## config.mk

```make
export PLATFORM = sky130hd
export DESIGN_NAME = arith_flag_gen
export DESIGN_NICKNAME = d
export VERILOG_FILES = /design/src/rtl/arith_flag_gen.sv
export SDC_FILE = /design/constraint.sdc
export NUM_CORES = 1
export LEC_CHECK = 0
export ABC_CLOCK_PERIOD_IN_PS = 6800
export BUFFER_PORTS_ARGS = -buffer_cell sky130_fd_sc_hd__buf_2
export CORE_ASPECT_RATIO = 1.5
export CORE_MARGIN = 4
export CORE_UTILIZATION = 26
export CTS_CLUSTER_DIAMETER = 40
export DETAILED_ROUTE_END_ITERATION = 6
export PLACE_DENSITY_LB_ADDON = 0.08
export RECOVER_POWER = 100
export SLEW_MARGIN = 30
export SYNTH_ARGS = -nofsm -noshare
export SYNTH_HDL_FRONTEND = slang
export SYNTH_SLANG_ARGS = --single-unit
export TNS_END_PERCENT = 5
```

## constraint.sdc

```tcl
create_clock -name clk -period 6.8 [get_ports clk]
set_input_delay 0.68 -clock clk [delete_from_list [all_inputs] [get_ports clk]]
set_output_delay 0.68 -clock clk [all_outputs]
set_load 0.01 [all_outputs]
```

## src/rtl/arith_flag_gen.sv

```systemverilog
module arith_flag_gen #(
  parameter int W       = 8,
  parameter bit OUT_REG = 1'b1
) (
  input  logic         clk,
  input  logic         rst_n,
  input  logic [W-1:0] a_i,
  input  logic [W-1:0] b_i,
  input  logic         carry_i,
  input  logic         sub_i,
  input  logic         ld_en_i,
  input  logic         wr_en_i,
  input  logic [7:0]   wr_data_i,
  output logic [W-1:0] res_o,
  output logic [5:0]   st_o,
  output logic [1:0]   cc_o,
  output logic [7:0]   freg_o
);
  localparam int NIB = 4;
  localparam logic [5:0] ST_RST = 6'b001010;

  logic [W-1:0] b_eff;
  logic         ci;
  logic [W:0]   full_sum;
  logic [W-1:0] low_sum;
  logic [NIB:0] nib_sum;
  logic         c_top, c_msb, ovf, zro, sgn, par, aux;
  logic [5:0]   st_n;
  logic [1:0]   cc_n;

  assign b_eff    = sub_i ? ~b_i : b_i;
  assign ci       = sub_i | carry_i;
  assign full_sum = {1'b0, a_i} + {1'b0, b_eff} + (W+1)'(ci);
  assign low_sum  = {1'b0, a_i[W-2:0]} + {1'b0, b_eff[W-2:0]} + W'(ci);
  assign nib_sum  = {1'b0, a_i[NIB-1:0]} + {1'b0, b_eff[NIB-1:0]} + (NIB+1)'(ci);

  assign c_top = full_sum[W];
  assign c_msb = low_sum[W-1];
  assign ovf   = c_top ^ c_msb;
  assign zro   = (full_sum[W-1:0] == '0);
  assign sgn   = full_sum[W-1];
  assign par   = ~^full_sum[W-1:0];
  assign aux   = nib_sum[NIB];
  assign st_n  = {ovf, sgn, zro, aux, par, c_top};

  always_comb begin
    if (ovf)      cc_n = 2'b11;
    else if (zro) cc_n = 2'b00;
    else if (sgn) cc_n = 2'b01;
    else          cc_n = 2'b10;
  end

  generate
    if (OUT_REG) begin : g_reg
      always_ff @(posedge clk) begin
        if (!rst_n) begin
          res_o <= '0;
          st_o  <= ST_RST;
          cc_o  <= 2'b00;
        end else begin
          res_o <= full_sum[W-1:0];
          st_o  <= st_n;
          cc_o  <= cc_n;
        end
      end
    end else begin : g_comb
      assign res_o = full_sum[W-1:0];
      assign st_o  = st_n;
      assign cc_o  = cc_n;
    end
  endgenerate

  always_ff @(posedge clk) begin
    if (!rst_n)       freg_o <= '0;
    else if (wr_en_i) freg_o <= wr_data_i;
    else if (ld_en_i) freg_o <= {freg_o[7:6], st_n};
  end


  cc_ovf_chk: assert property (@(posedge clk) disable iff (!rst_n)
    (cc_o == 2'b11) == st_o[5]);

  cc_zero_chk: assert property (@(posedge clk) disable iff (!rst_n)
    (cc_o == 2'b00) |-> (st_o[3] && !st_o[5]));

  zero_res_chk: assert property (@(posedge clk) disable iff (!rst_n)
    st_o[3] == (res_o == '0));

  sign_res_chk: assert property (@(posedge clk) disable iff (!rst_n)
    st_o[4] == res_o[W-1]);

  direct_wr_chk: assert property (@(posedge clk) disable iff (!rst_n)
    wr_en_i |=> (freg_o == $past(wr_data_i)));

  ctl_keep_chk: assert property (@(posedge clk) disable iff (!rst_n)
    (ld_en_i && !wr_en_i) |=> (freg_o[7:6] == $past(freg_o[7:6])));

  freg_hold_chk: assert property (@(posedge clk) disable iff (!rst_n)
    (!ld_en_i && !wr_en_i) |=> $stable(freg_o));
endmodule

```

==> results of run 1 <==
==> path summary, 6_finish.rpt <==
path | endpoint | cells after the start | startpoint | slack (ns)
setup / recovery | freg_o[1]$_SDFFE_PN0P_ | 13 | sub_i | 3.25
hold / removal | freg_o[6]$_SDFFE_PN0P_ | 2 | freg_o[6]$_SDFFE_PN0P_ | 0.50
setup reg to reg | freg_o[0]$_SDFFE_PN0P_ | 3 | freg_o[0]$_SDFFE_PN0P_ | 5.96
hold reg to reg | freg_o[6]$_SDFFE_PN0P_ | 2 | freg_o[6]$_SDFFE_PN0P_ | 0.50
==> sequential cells by signal, indices dropped and copies added, names as in the netlist <==
register and count:
freg_o 8, cc_o 2, res_o 7, st_o 6
==> metal layers <==
metal,vias to the layer above,part of all wire,GRT usage
li1,551,-,-
met4,0,0.0086,0.0317
met1,498,0.39,0.0977
met2,28,0.56,0.210
met3,2,0.047,0.0156
met5,-,0,0
==> through the flow <==
| step | setup WS, ns | cells | total power [µW] | instance area [µm²] | utilization |
|---|---|---|---|---|---|
| floorplan | 3.24 | 131 | 309 | 1260 | - |
| global placement | 3.18 | 242 | 364 | 1580 | 0.342 |
| detailed placement | 3.13 | 242 | 366 | 1580 | 0.342 |
| CTS | 3.40 | 246 | 450 | 1620 | 0.352 |
| global route | 2.98 | 246 | 465 | 1570 | 0.340 |
| finish | 3.25 | 246 | 431 | 1570 | 0.340 |
==> cell type report <==
class                      instances  area share
clock buffer                       3      0.0263
multi-input combinational         97       0.466
clock inverter                     1     0.00319
tap                               64      0.0510
inverter                           5      0.0120
timing repair buffer              53       0.148
sequential                        23       0.293
==> layout by cell type, fill, tap and decap left out, types with 4 or more instances in the layout <==
| cell type | netlist | final |
|---|---|---|
| xor2_1 | 10 | 10 |
| mux2i_1 | 4 | 4 |
| xnor2_1 | 8 | 8 |
| clkbuf_1 | 5 | 26 |
| a21oi_1 | 8 | 9 |
| inv_1 | 4 | 4 |
| nor2_1 | 18 | 18 |
| ha_1 | 11 | 11 |
| dfxtp_1 | 23 | 23 |
| buf_2 | 0 | 27 |
==> critical path, cell delays in order <==
cell and delay [ns]:
clkbuf_1 0.41, xor2_1 0.17, fa_1 0.48, a211o_1 0.34
nand3_1 0.10, a21oi_1 0.14, xnor2_1 0.41, ha_1 0.33
xnor2_1 0.14, xnor2_1 0.14, mux2i_1 0.12, o21ai_0 0.07
and2_0 0.15
==> power breakdown <==
group | switching (µW) | internal (µW)
Combinational | 98.1 | 83.8
Clock | 42.2 | 40.8
Sequential | 6.93 | 159
==> kinds of logic (layout without fill, tap and decap cells) <==
family | Yosys count | after routing | share of synthesized area
compound gates | 26 | 26 | 0.157
xor+xnor | 18 | 18 | 0.125
fa+ha+maj | 13 | 13 | 0.141
buf+inv | 11 | 62 | 0.0358
flops | 23 | 23 | 0.366
mux | 4 | 4 | 0.0318
simple gates | 36 | 36 | 0.143
==> impl_results.md, run 1 <==
* Outcome: complete, no violations
* Largest net degree at the start of global routing at 18
* CTS Sinks at 23
* Post-DRT Antenna Nets at 0
* Crit path kind: input pin to flip-flop
* CTS root buf: clkbuf_8
* Max-cap violations at 0
* Clk_skew at 0 ns
* Synth Net Count at 174
* Mapped Avg Cell Area at 9.61 µm²
* Fin crit period at 3.55 ns
* Area delta synth->final at 24.7%
* Initial Util at 0.273
* Tightest Hold Check Type: flip-flop to flip-flop
* Die area at 0.00604 mm²
* Post-CTS setup buffers at 0
* Final setup viols at 0
* Crit path DAT at 3.70 ns
* Max clock buf depth at 2
* Cell Pwr Density at 274 mW/mm²
* Largest cells by area after synthesis: dfxtp_1, ha_1, xor2_1, xnor2_1, nor2_1
* WP data required at 6.95 ns
* Worst hold slack at 0.500 ns
* Post-synth top area cell: dfxtp_1
* Synthesized area at 0.00126 mm²
* H-tree levels at 1
* Sum Neg Setup Slack at 0 ns
* Crit-path max FO at 9
* Async set-reset flop share out of synthesis at 0
* Cts repair resizes at 0
* Final slew viol count at 0
* # diodes at 0
* Iteration-0 DRC Markers at 14
* Post-CTS Hold Fix Bufs at 0
* IO Pins at 54
* First-pass DRT Iterations at 4
* Vias/cell at 4.39
* Cell variety after synth at 37
* Yosys warnings at 0
* Post-DR wirelength/cell at 12.3 µm
* Vias in the first global route at 1,158
* Fill cells at 534
* Clk_lat worst skew at 0.26 ns
* Post-Syn Instances at 131
* Share of post-route cells with drive strength above 1 at 0.181
* EDFF count, synth at 0
* Gp weighted congestion at 0.736
* Global-route wire length before repair at 4910 µm
* Total number of vias at 1,079
* Max VDD drop at 0.0957 mV
* Grt ovf at 0
* Max Clock Freq at 0.282 GHz
* Max_slew headroom at 0.573
* Sequential share of the synthesized area at 0.366
* Worst-path clk slew at 0.08 ns
* Final Net Count at 226
* Gr usage total at 0.102
* Synth top cells by count: dfxtp_1, nor2_1, ha_1
* Multi-input logic area at 731 µm²
* FF/Latch Area at 460 µm²
* Main synth FF type: dfxtp_1
* DRC Markers at 0
* DIE HEIGHT at 93.2 µm
* DP HPWL at 2530 µm
* Num rows at 30
* Final Cycle Share at 0.522
* Final Hold Viols at 0
* RSZ-0062 raised after global routing: no
* Die span in x at 64.8 µm
* Initial antenna violation count at 0
* CP Capture Type: flip-flop
* Worst-Margin Slew at 0.632 ns
* Count leader, synth: dfxtp_1
* CTS tree: yes
* Core footprint at 0.00462 mm²
* Final wirelength at 3020 µm
* I/O Buffers at 53
* Share of the synthesized area in the top cell type at 0.366
* Leakage at 0.000697 µW
* CTS buffer count at 3
* CP startpoint kind: input pin
* #FFs+latches synth at 23
Note: power is estimated with default switching activity, not from simulation.
==> run 2: changes to the inputs <==
--- a/config.mk
+++ b/config.mk
@@ -5,7 +5,7 @@
 export SDC_FILE = /design/constraint.sdc
 export NUM_CORES = 1
 export LEC_CHECK = 0
-export ABC_CLOCK_PERIOD_IN_PS = 6800
+export ABC_CLOCK_PERIOD_IN_PS = 3400
 export BUFFER_PORTS_ARGS = -buffer_cell sky130_fd_sc_hd__buf_2
 export CORE_ASPECT_RATIO = 1.5
 export CORE_MARGIN = 4
==> constraint.sdc (replaced) <==
create_clock -name clk -period 3.4 [get_ports clk]
set_input_delay 0.34 -clock clk [delete_from_list [all_inputs] [get_ports clk]]
set_output_delay 0.34 -clock clk [all_outputs]
set_load 0.01 [all_outputs]
==> run 2 against run 1 <==
Compared with the run above:
- clock power increased by 98%
- register-to-register slack lost 3.4 ns
- global-route usage increased by 0.35 points
- worst hold slack got worse by 0.19 ns
- setup slack got worse by 2.8 ns
- total power is 100% higher
==> impl_results.md, run 2 (synthesis results as in run 1) <==
* Max-cap violations at 0 (unchanged)
* Worst-Margin Slew at 0.580 ns (-0.0522 ns)
* Worst slack, placed at 0.144 ns (-2.98 ns)
* CTS Sinks at 23 (unchanged)
* Grt ovf at 0 (unchanged)
* CP Capture Type: flip-flop
* DIE HEIGHT at 93.2 µm (unchanged)
* Crit path DAT at 3.16 ns (-0.54 ns)
* Post-CTS Hold Fix Bufs at 0 (unchanged)
* Final slew viol count at 0 (unchanged)
* RSZ-0062 raised after global routing: no
* Area delta synth->final at 25.4%
* Tightest Hold Check Type: input pin to flip-flop
* Max FFs per register at 8 (unchanged)
* Cell Pwr Density at 548 mW/mm² (+100%)
* Final Net Count at 228 (+0.88%)
* Core footprint at 0.00462 mm² (unchanged)
* Largest regs: freg_o: 8 flops, res_o: 7 flops, st_o: 6 flops
* First-pass DRT Iterations at 4 (unchanged)
* Clk_lat worst skew at 0.26 ns (about the same)
* Final Cycle Share at 0.869
* # diodes at 0 (unchanged)
* Gr usage total at 0.105 (+0.00345)
* Iteration-0 DRC Markers at 11 (-3)
* IO Pins at 54 (unchanged)
* Crit-path max FO at 3 (-6)
* Sum Neg Setup Slack at 0 ns (unchanged)
* Initial Util at 0.273 (unchanged)
* Max VDD drop at 0.138 mV (+44%)
* Crit path kind: input pin to flip-flop
* Vias in the first global route at 1,102 (-4.8%)
* Most common cell after layout, fill and taps aside: clkbuf_1
* Clk_skew at 0 ns (unchanged)
* Max_slew headroom at 0.608 (+0.0353)
* CTS tree: yes
* WP data required at 3.61 ns (-3.34 ns)
* Num rows at 30 (unchanged)
* Die area at 0.00604 mm² (unchanged)
* Fin crit period at 2.96 ns
* Gp weighted congestion at 0.766 (+4.1%)
* Initial antenna violation count at 0 (unchanged)
* Final setup viols at 0 (unchanged)
* Die span in x at 64.8 µm (unchanged)
* CP startpoint kind: input pin
* Leakage at 0.000700 µW (+0.47%)
* DRC Markers at 0 (unchanged)
* Outcome: complete, no violations
* Post-DRT Antenna Nets at 0 (unchanged)
* Post-DR wirelength/cell at 12.6 µm (+2.9%)
* Vias/cell at 4.38 (-0.16%)
* DP HPWL at 2620 µm (+3.6%)
* Post-CTS setup buffers at 0 (unchanged)
* Final wirelength at 3130 µm (+3.7%)
* Global-route wire length before repair at 4950 µm (+0.86%)
* Final worst slack at 0.444 ns (-2.81 ns)
* Tot Pwr at 866 µW (+100%)
* Total number of vias at 1,086 (+0.65%)
* Largest net degree at the start of global routing at 18 (unchanged)
* Share of post-route cells with drive strength above 1 at 0.179 (-0.00197)
* Cts repair resizes at 0 (unchanged)
* Max clock buf depth at 2 (unchanged)
* CTS buffer count at 3 (unchanged)
* Most flop-heavy register: freg_o
* Max Clock Freq at 0.338 GHz
* I/O Buffers at 53 (unchanged)
* H-tree levels at 1 (unchanged)
* CTS root buf: clkbuf_8
* Final Hold Viols at 0 (unchanged)
* Worst-path clk slew at 0.08 ns (about the same)
* Commonest non-fill, non-tap cells in the layout: clkbuf_1, buf_2, dfxtp_1
[run 2: changes by cell type in the layout (fill, tap and decap cells not counted)]
cell      before  now
buf_4          0    1
clkinv_2       1    0
clkbuf_1      26   28
[run 2: per-stage QoR]
| stage | hold WS [ns] | area (µm²) | util | instances |
|---|---|---|---|---|
| after floorplan | 0.483 | 1260 | - | 131 |
| after global placement | 0.473 | 1590 | 0.345 | 244 |
| after detailed placement | 0.493 | 1590 | 0.345 | 244 |
| after CTS | 0.306 | 1640 | 0.355 | 248 |
| after global routing | 0.317 | 1580 | 0.342 | 248 |
| final | 0.311 | 1580 | 0.342 | 248 |
[run 2: area by class of cell]
class,count,area [µm²]
fillers,512,3040
multi-input cells,97,731
flip-flops and latches,23,460
repair buffers,55,244
well taps,64,80.1
clock buffers,4,45.0
inverters,5,18.8
[run 2: where the power goes]
part           internal (µW)  leakage (µW)  switching (µW)
combinational            171      0.000486             199
clock                   83.5     0.0000228            80.5
sequential               317      0.000191            14.6
[run 2: critical path: stages]
cell and delay (ns):
clkbuf_1 0.13, or2_2 0.32, fa_1 0.42, fa_1 0.43, nand3_1 0.11, and2_0 0.26
xnor2_1 0.18, ha_1 0.28, xnor2_1 0.14, xnor2_1 0.19, mux2i_1 0.09, o21ai_0 0.13
and2_0 0.13
[run 2: worst paths after layout]
path / start / end / slack, ns / cells past startpoint
setup / recovery: sub_i / freg_o[1]$_SDFFE_PN0P_ / 0.44 / 13
hold / removal: wr_data_i[2] / freg_o[2]$_SDFFE_PN0P_ / 0.31 / 3
setup reg to reg: freg_o[0]$_SDFFE_PN0P_ / freg_o[0]$_SDFFE_PN0P_ / 2.55 / 3
hold reg to reg: freg_o[7]$_SDFFE_PN0P_ / freg_o[7]$_SDFFE_PN0P_ / 0.51 / 2
[run 2: per-layer routing]
| metal | up-vias | share of wire | global-route usage |
|---|---|---|---|
| met1 | 496 | 0.37 | 0.104 |
| met4 | 0 | 0.017 | 0.0423 |
| met2 | 31 | 0.55 | 0.208 |
| li1 | 554 | - | - |
| met5 | - | 0 | 0 |
| met3 | 5 | 0.055 | 0.0180 |
